**src/rtl/smm_pkg.sv**
```systemverilog
package smm_pkg;

  // Synchronised status edges used by the sequencer.
  typedef struct packed {
    logic smi_fall;
    logic act_fall;
    logic act_rise;
  } smm_evt_t;

  function automatic logic [1:0] req_sum(input logic a, input logic b);
    return {1'b0, a} + {1'b0, b};
  endfunction

endpackage

```
**src/rtl/smm_sync.sv**
```systemverilog
module smm_sync #(
  parameter int              W       = 3,
  parameter logic [W-1:0]    RST_VAL = '1
) (
  input  logic         clk,
  input  logic         rst_n,
  input  logic [W-1:0] d,
  output logic [W-1:0] q
);
  for (genvar i = 0; i < W; i++) begin : g_bit
    logic st1, st2;
    always_ff @(posedge clk or negedge rst_n) begin
      if (!rst_n) begin
        st1 <= RST_VAL[i];
        st2 <= RST_VAL[i];
      end else begin
        st1 <= d[i];
        st2 <= st1;
      end
    end
    assign q[i] = st2;
  end
endmodule

```
**src/rtl/smm_decode.sv**
```systemverilog
module smm_decode #(
  parameter int ADDR_W  = 32,
  parameter int WIN_LSB = 15,
  parameter int MID_W   = 2,
  parameter int CPU_ID  = 0
) (
  input  logic                      cyc_stb,
  input  logic [ADDR_W-1:0]         cyc_addr,
  input  logic [MID_W-1:0]          cyc_mid,
  input  logic                      smiact_n,
  input  logic [ADDR_W-1:WIN_LSB]   base,
  input  logic                      overlay,
  output logic                      smram_cs,
  output logic                      dram_cs
);
  localparam logic [MID_W-1:0] CPU_MID = MID_W'(CPU_ID);

  logic hit, is_cpu, smm_ok;

  always_comb begin
    hit    = (cyc_addr[ADDR_W-1:WIN_LSB] == base);
    is_cpu = (cyc_mid == CPU_MID);
    smm_ok = hit && is_cpu && !smiact_n;
    smram_cs = 1'b0;
    dram_cs  = 1'b0;
    if (cyc_stb) begin
      if (smm_ok) begin
        smram_cs = 1'b1;
      end else if (!hit || overlay) begin
        dram_cs = 1'b1;
      end
    end
  end
endmodule

```
**src/rtl/smm_flush_pulse.sv**
```systemverilog
module smm_flush_pulse #(
  parameter int PEND_W = 2
) (
  input  logic       clk,
  input  logic       rst_n,
  input  logic [1:0] req_cnt,
  output logic       flush_n
);
  localparam int                SUM_W = PEND_W + 1;
  localparam logic [SUM_W-1:0]  MAXV  = SUM_W'((1 << PEND_W) - 1);

  logic [PEND_W-1:0] pend_q, pend_d;
  logic              pulse_q, pulse_d;
  logic              fire;
  logic [SUM_W-1:0]  sum;

  always_comb begin
    fire = (pend_q != '0) && !pulse_q;
    sum  = {1'b0, pend_q} + SUM_W'(req_cnt) - SUM_W'(fire);
    if (sum > MAXV) pend_d = MAXV[PEND_W-1:0];
    else            pend_d = sum[PEND_W-1:0];
    pulse_d = fire;
  end

  always_ff @(posedge clk or negedge rst_n) begin
    if (!rst_n) begin
      pend_q  <= '0;
      pulse_q <= 1'b0;
    end else begin
      pend_q  <= pend_d;
      pulse_q <= pulse_d;
    end
  end

  assign flush_n = !pulse_q;
endmodule

```
**src/rtl/smm_steer.sv**
```systemverilog
module smm_steer #(
  parameter int                ADDR_W   = 32,
  parameter int                WIN_LSB  = 15,
  parameter int                MID_W    = 2,
  parameter int                CPU_ID   = 0,
  parameter int                PEND_W   = 2,
  parameter logic [ADDR_W-1:0] BASE_RST = 'h38000
) (
  input  logic              clk,
  input  logic              rst_n,
  input  logic              smi_n,
  input  logic              smiact_n,
  input  logic              a20m_req_n,
  input  logic              cyc_stb,
  input  logic [ADDR_W-1:0] cyc_addr,
  input  logic [MID_W-1:0]  cyc_mid,
  input  logic              wb_mode,
  input  logic              cache_keep,
  input  logic              cfg_we,
  input  logic [ADDR_W-1:0] cfg_base,
  input  logic              cfg_overlay,
  output logic              smram_cs,
  output logic              dram_cs,
  output logic              flush_n,
  output logic              ken_n,
  output logic              wbwt,
  output logic              a20m_n
);
  import smm_pkg::*;

  localparam int NSYNC = 3;

  // synchronised status: [2]=a20m, [1]=smiact, [0]=smi
  logic [NSYNC-1:0] s_now, s_dly_q;
  smm_evt_t         evt;

  smm_sync #(.W(NSYNC), .RST_VAL('1)) u_sync (
    .clk   (clk),
    .rst_n (rst_n),
    .d     ({a20m_req_n, smiact_n, smi_n}),
    .q     (s_now)
  );

  always_ff @(posedge clk or negedge rst_n) begin
    if (!rst_n) s_dly_q <= '1;
    else        s_dly_q <= s_now;
  end

  always_comb begin
    evt.smi_fall = !s_now[0] &&  s_dly_q[0];
    evt.act_fall = !s_now[1] &&  s_dly_q[1];
    evt.act_rise =  s_now[1] && !s_dly_q[1];
  end

  // window configuration
  logic [ADDR_W-1:WIN_LSB] base_q, base_d;
  logic                    ovl_q, ovl_d;

  always_comb begin
    base_d = base_q;
    ovl_d  = ovl_q;
    if (cfg_we) begin
      base_d = cfg_base[ADDR_W-1:WIN_LSB];
      ovl_d  = cfg_overlay;
    end
  end

  always_ff @(posedge clk or negedge rst_n) begin
    if (!rst_n) begin
      base_q <= BASE_RST[ADDR_W-1:WIN_LSB];
      ovl_q  <= 1'b1;
    end else begin
      base_q <= base_d;
      ovl_q  <= ovl_d;
    end
  end

  // SMM window flag: from entry trigger until status release
  logic win_q, win_d;

  always_comb begin
    win_d = win_q;
    if (evt.act_rise)                        win_d = 1'b0;
    else if (evt.act_fall || evt.smi_fall)   win_d = 1'b1;
  end

  always_ff @(posedge clk or negedge rst_n) begin
    if (!rst_n) win_q <= 1'b0;
    else        win_q <= win_d;
  end

  // flush requests
  logic       entry_req, exit_req;
  logic [1:0] req_cnt;

  always_comb begin
    entry_req = ovl_q && (wb_mode ? evt.smi_fall : evt.act_fall);
    exit_req  = ovl_q && cache_keep && evt.act_rise;
    req_cnt   = req_sum(entry_req, exit_req);
  end

  smm_flush_pulse #(.PEND_W(PEND_W)) u_flush (
    .clk     (clk),
    .rst_n   (rst_n),
    .req_cnt (req_cnt),
    .flush_n (flush_n)
  );

  smm_decode #(
    .ADDR_W (ADDR_W), .WIN_LSB(WIN_LSB), .MID_W(MID_W), .CPU_ID(CPU_ID)
  ) u_dec (
    .cyc_stb  (cyc_stb),
    .cyc_addr (cyc_addr),
    .cyc_mid  (cyc_mid),
    .smiact_n (smiact_n),
    .base     (base_q),
    .overlay  (ovl_q),
    .smram_cs (smram_cs),
    .dram_cs  (dram_cs)
  );

  always_comb begin
    ken_n  = win_q && !cache_keep;
    wbwt   = wb_mode && !win_q;
    a20m_n = s_now[2] || win_q || !s_now[1];
  end
endmodule

```
**config.mk**
```make
export PLATFORM = sky130hd
export DESIGN_NAME = smm_steer
export DESIGN_NICKNAME = d
export VERILOG_FILES = /design/src/rtl/smm_pkg.sv /design/src/rtl/smm_sync.sv /design/src/rtl/smm_decode.sv /design/src/rtl/smm_flush_pulse.sv /design/src/rtl/smm_steer.sv
export SDC_FILE = /design/constraint.sdc
export NUM_CORES = 1
export LEC_CHECK = 0
export BUFFER_PORTS_ARGS = -buffer_cell sky130_fd_sc_hd__buf_2
export CORE_UTILIZATION = 25
export CTS_BUF_LIST = sky130_fd_sc_hd__clkbuf_8 sky130_fd_sc_hd__clkbuf_16
export CTS_CLUSTER_SIZE = 40
export DETAILED_ROUTE_END_ITERATION = 6
export PLACE_DENSITY = 0.47
export SYNTH_ARGS = -nofsm -noshare
export SYNTH_HDL_FRONTEND = slang
export SYNTH_HIERARCHICAL = 1
export SYNTH_SLANG_ARGS = --single-unit
```
**constraint.sdc**
```tcl
create_clock -name clk -period 5.39 [get_ports clk]
set_clock_uncertainty 0.2 [all_clocks]
set_input_delay 0.539 -clock clk [delete_from_list [all_inputs] [get_ports clk]]
set_output_delay 0.539 -clock clk [all_outputs]
set_load 0.01 [all_outputs]
```
==> impl_metrics.toml <==
[status]
status = "finished clean"

[cts]
cts_hold_buf = 0
htreeDepth = 2
cts.clk_slew.worst_paths_ns = 0.07
post_cts_buffers = 0
cts_tree = "done"
clk_latency_ns = 0.27
cts.repair.resized = 0
cts_buffers = 5
cts_root_buf = "clkbuf_8"
clock-sinks = 30
cts.path.max_buffers = 2

[synth]
yosys.area.top_type = "dfrtp_1"
ys_seq_elements = 30
syn_inst = 109
yosysMostFrequentCell = "dfrtp_1"
ys.flop_type = "dfrtp_1"
yosys-top-cells-count = "dfrtp_1, xor2_1, dfstp_2"
seq_area_frac_synth = 0.5244
synth_area_um2 = 1460
syn-num-nets = 190
postSynthAreaPerCell_um2 = 13.40
synth_edf_count = 0
ys_top_cells_by_area = "dfrtp_1, dfstp_2, mux2_4, xor2_1, mux2_2"
ys_warn_count = 6
synth-async-reset-ratio = 1.000
synth_top_area_frac = 0.3085
synth_cell_types = 23

[power]
finalPower_uw = 583.6
power.density_nw_per_um2 = 316.7
power_leakage_uw = 0.0008870
vdd_ir_drop_max_mv = 0.1002

[global_route]
track_usage = 0.1011
grt_overflow = 0
grt_start_max_net_pins = 31
grt_pass1_wl_um = 4705
grt_pass1_vias = 1029
antenna_found_initial = 0

[worst_setup_path]
reg2reg_from = "s_dly_q[1]"
cp_data_arrival_time_ns = 1.86
startpoint = "base_q[16]"
crit_type = "flip-flop to output pin"
worstRegToRegCells = 9
reg2reg_to = "u_flush/pend_q[0]"
required_ns = 4.65
endpoint_kind = "output pin"
worst_setup_path_start_kind = "flip-flop"
r2r_slack_ns = 2.95
crit_end = "dram_cs"
worst-path-max-fanout = 2

[routing]
avgViaCountPerCell = 4.034
detail-route-antenna-nets = 0
via_count = 948
initialDrtViolationCount = 41
totalWireLength_um = 2801
first_pass_iters = 3
wl_per_cell_um = 11.92
drc = 0

[final_layout]
fin_nets = 243
area_growth_pct = 26.22
insertedDiodeCount = 0
drive_above_1_share = 0.5399

[timing]
relSlewSlack = 0.5526
rsz0062_at_grt = "false"
fin_tns_setup_ns = 0
finalSetupViolCount = 0
final.min_clock_period_ns = 2.601
max_freq_mhz = 384.4
drv_slew = 0
hold_viol = 0
tightest_slew_ns = 0.6710
whs_ns = 0.09967
post-route-period-util = 0.4826

[flow_run]
drv_cap = 0

[die]
die_w_um = 78.43
rows = 27
io_pins = 82
die_y_um = 78.43
die_area_um2 = 6150
start_util = 0.2620
core_um2 = 5574

[worst_hold_path]
hold_class = "input port to asynchronous set/reset pin"

[place]
hpwl_um = 2148
portBuffers = 51
gp_congestion = 0.6730
## layout make-up
class / instances / area (um^2)
Sequential cell: 30 / 765.7
Inverter: 8 / 30.03
Clock buffer: 6 / 82.58
Multi-Input combinational cell: 66 / 610.6
Tap cell: 72 / 90.09
Clock inverter: 2 / 8.758
Fill cell: 563 / 3731
Timing Repair Buffer: 51 / 255.2
## sequential cells by signal, summed over array words and instances (netlist names)
signal,count
base_q,17
ovl_q,1
s_dly_q,2
u_flush/pend_q,2
u_flush/pulse_q,1
u_sync/g_bit.st1,3
u_sync/g_bit.st2,3
win_q,1
## power by group
part	total, uW	switching, uW	internal, uW
clock network	182	81.5	101
registers	274	15.8	259
logic	127	59.1	67.7
## worst min path at each step
stage                                     end  slack (ns)  cells past startpoint
after floorplan                    base_q[18]        0.04                      0
after global placement    u_sync/g_bit[0].st2        0.15                      0
after detailed placement  u_sync/g_bit[1].st2        0.15                      0
after CTS                          base_q[28]        0.12                      1
after global routing      u_sync/g_bit[0].st1        0.14                      1
final                       u_flush/pend_q[1]         0.1                      1
## cell families after synthesis
logic type / synth area share
AO/OA/AOI/OAI: 0.02142
XOR/XNOR: 0.1080
adder cells (fa/ha/maj): 0.04799
buffers and inverters: 0.05741
flip-flops: 0.5244
multiplexers: 0.1645
AND/OR/NAND/NOR: 0.07627
## worst max-delay path: stages, from the launching register on
cell	delay, ns
dfstp_2	0.54
xor2_1	0.07
nor4_1	0.31
nand3_1	0.20
o31a_1	0.33
buf_2	0.14
## cells in the final DEF, fill, tap and decap left out, drive strengths merged
| cell | count |
|---|---|
| nand3 | 2 |
| clkinv | 1 |
| clkbuf | 6 |
| nor4 | 3 |
| dfstp | 12 |
| buf | 51 |
| nand2 | 3 |
| nor3b | 1 |
| o31a | 1 |
| xor2 | 16 |
| a211oi | 1 |
| mux2 | 18 |
| xnor2 | 2 |
| ha | 4 |
| nand2b | 1 |
| a21oi | 3 |
| nor3 | 4 |
| fa | 1 |
| or3 | 1 |
| nor2b | 5 |
| inv | 9 |
| dfrtp | 18 |
## metrics by stage
stage | instances | utilization | setup WS (ns) | area, um^2
2_1_floorplan | 109 | - | 3.066 | 1460
3_3_place_gp | 227 | 0.3143 | 2.836 | 1752
3_5_place_dp | 227 | 0.3143 | 2.800 | 1752
4_1_cts | 235 | 0.3306 | 2.720 | 1843
5_1_grt | 235 | 0.3306 | 2.640 | 1843
6_report | 235 | 0.3306 | 2.789 | 1843
## per-layer routing
metal | global-route usage | wire [um] | up-vias
li1 | - | - | 465
met1 | 0.1264 | 1290 | 445
met2 | 0.1553 | 1272 | 38
met3 | 0.04767 | 238 | 0
met4 | 0.02778 | 0 | 0
met5 | 0 | 0 | -
Note: power is estimated with default switching activity, not from simulation.
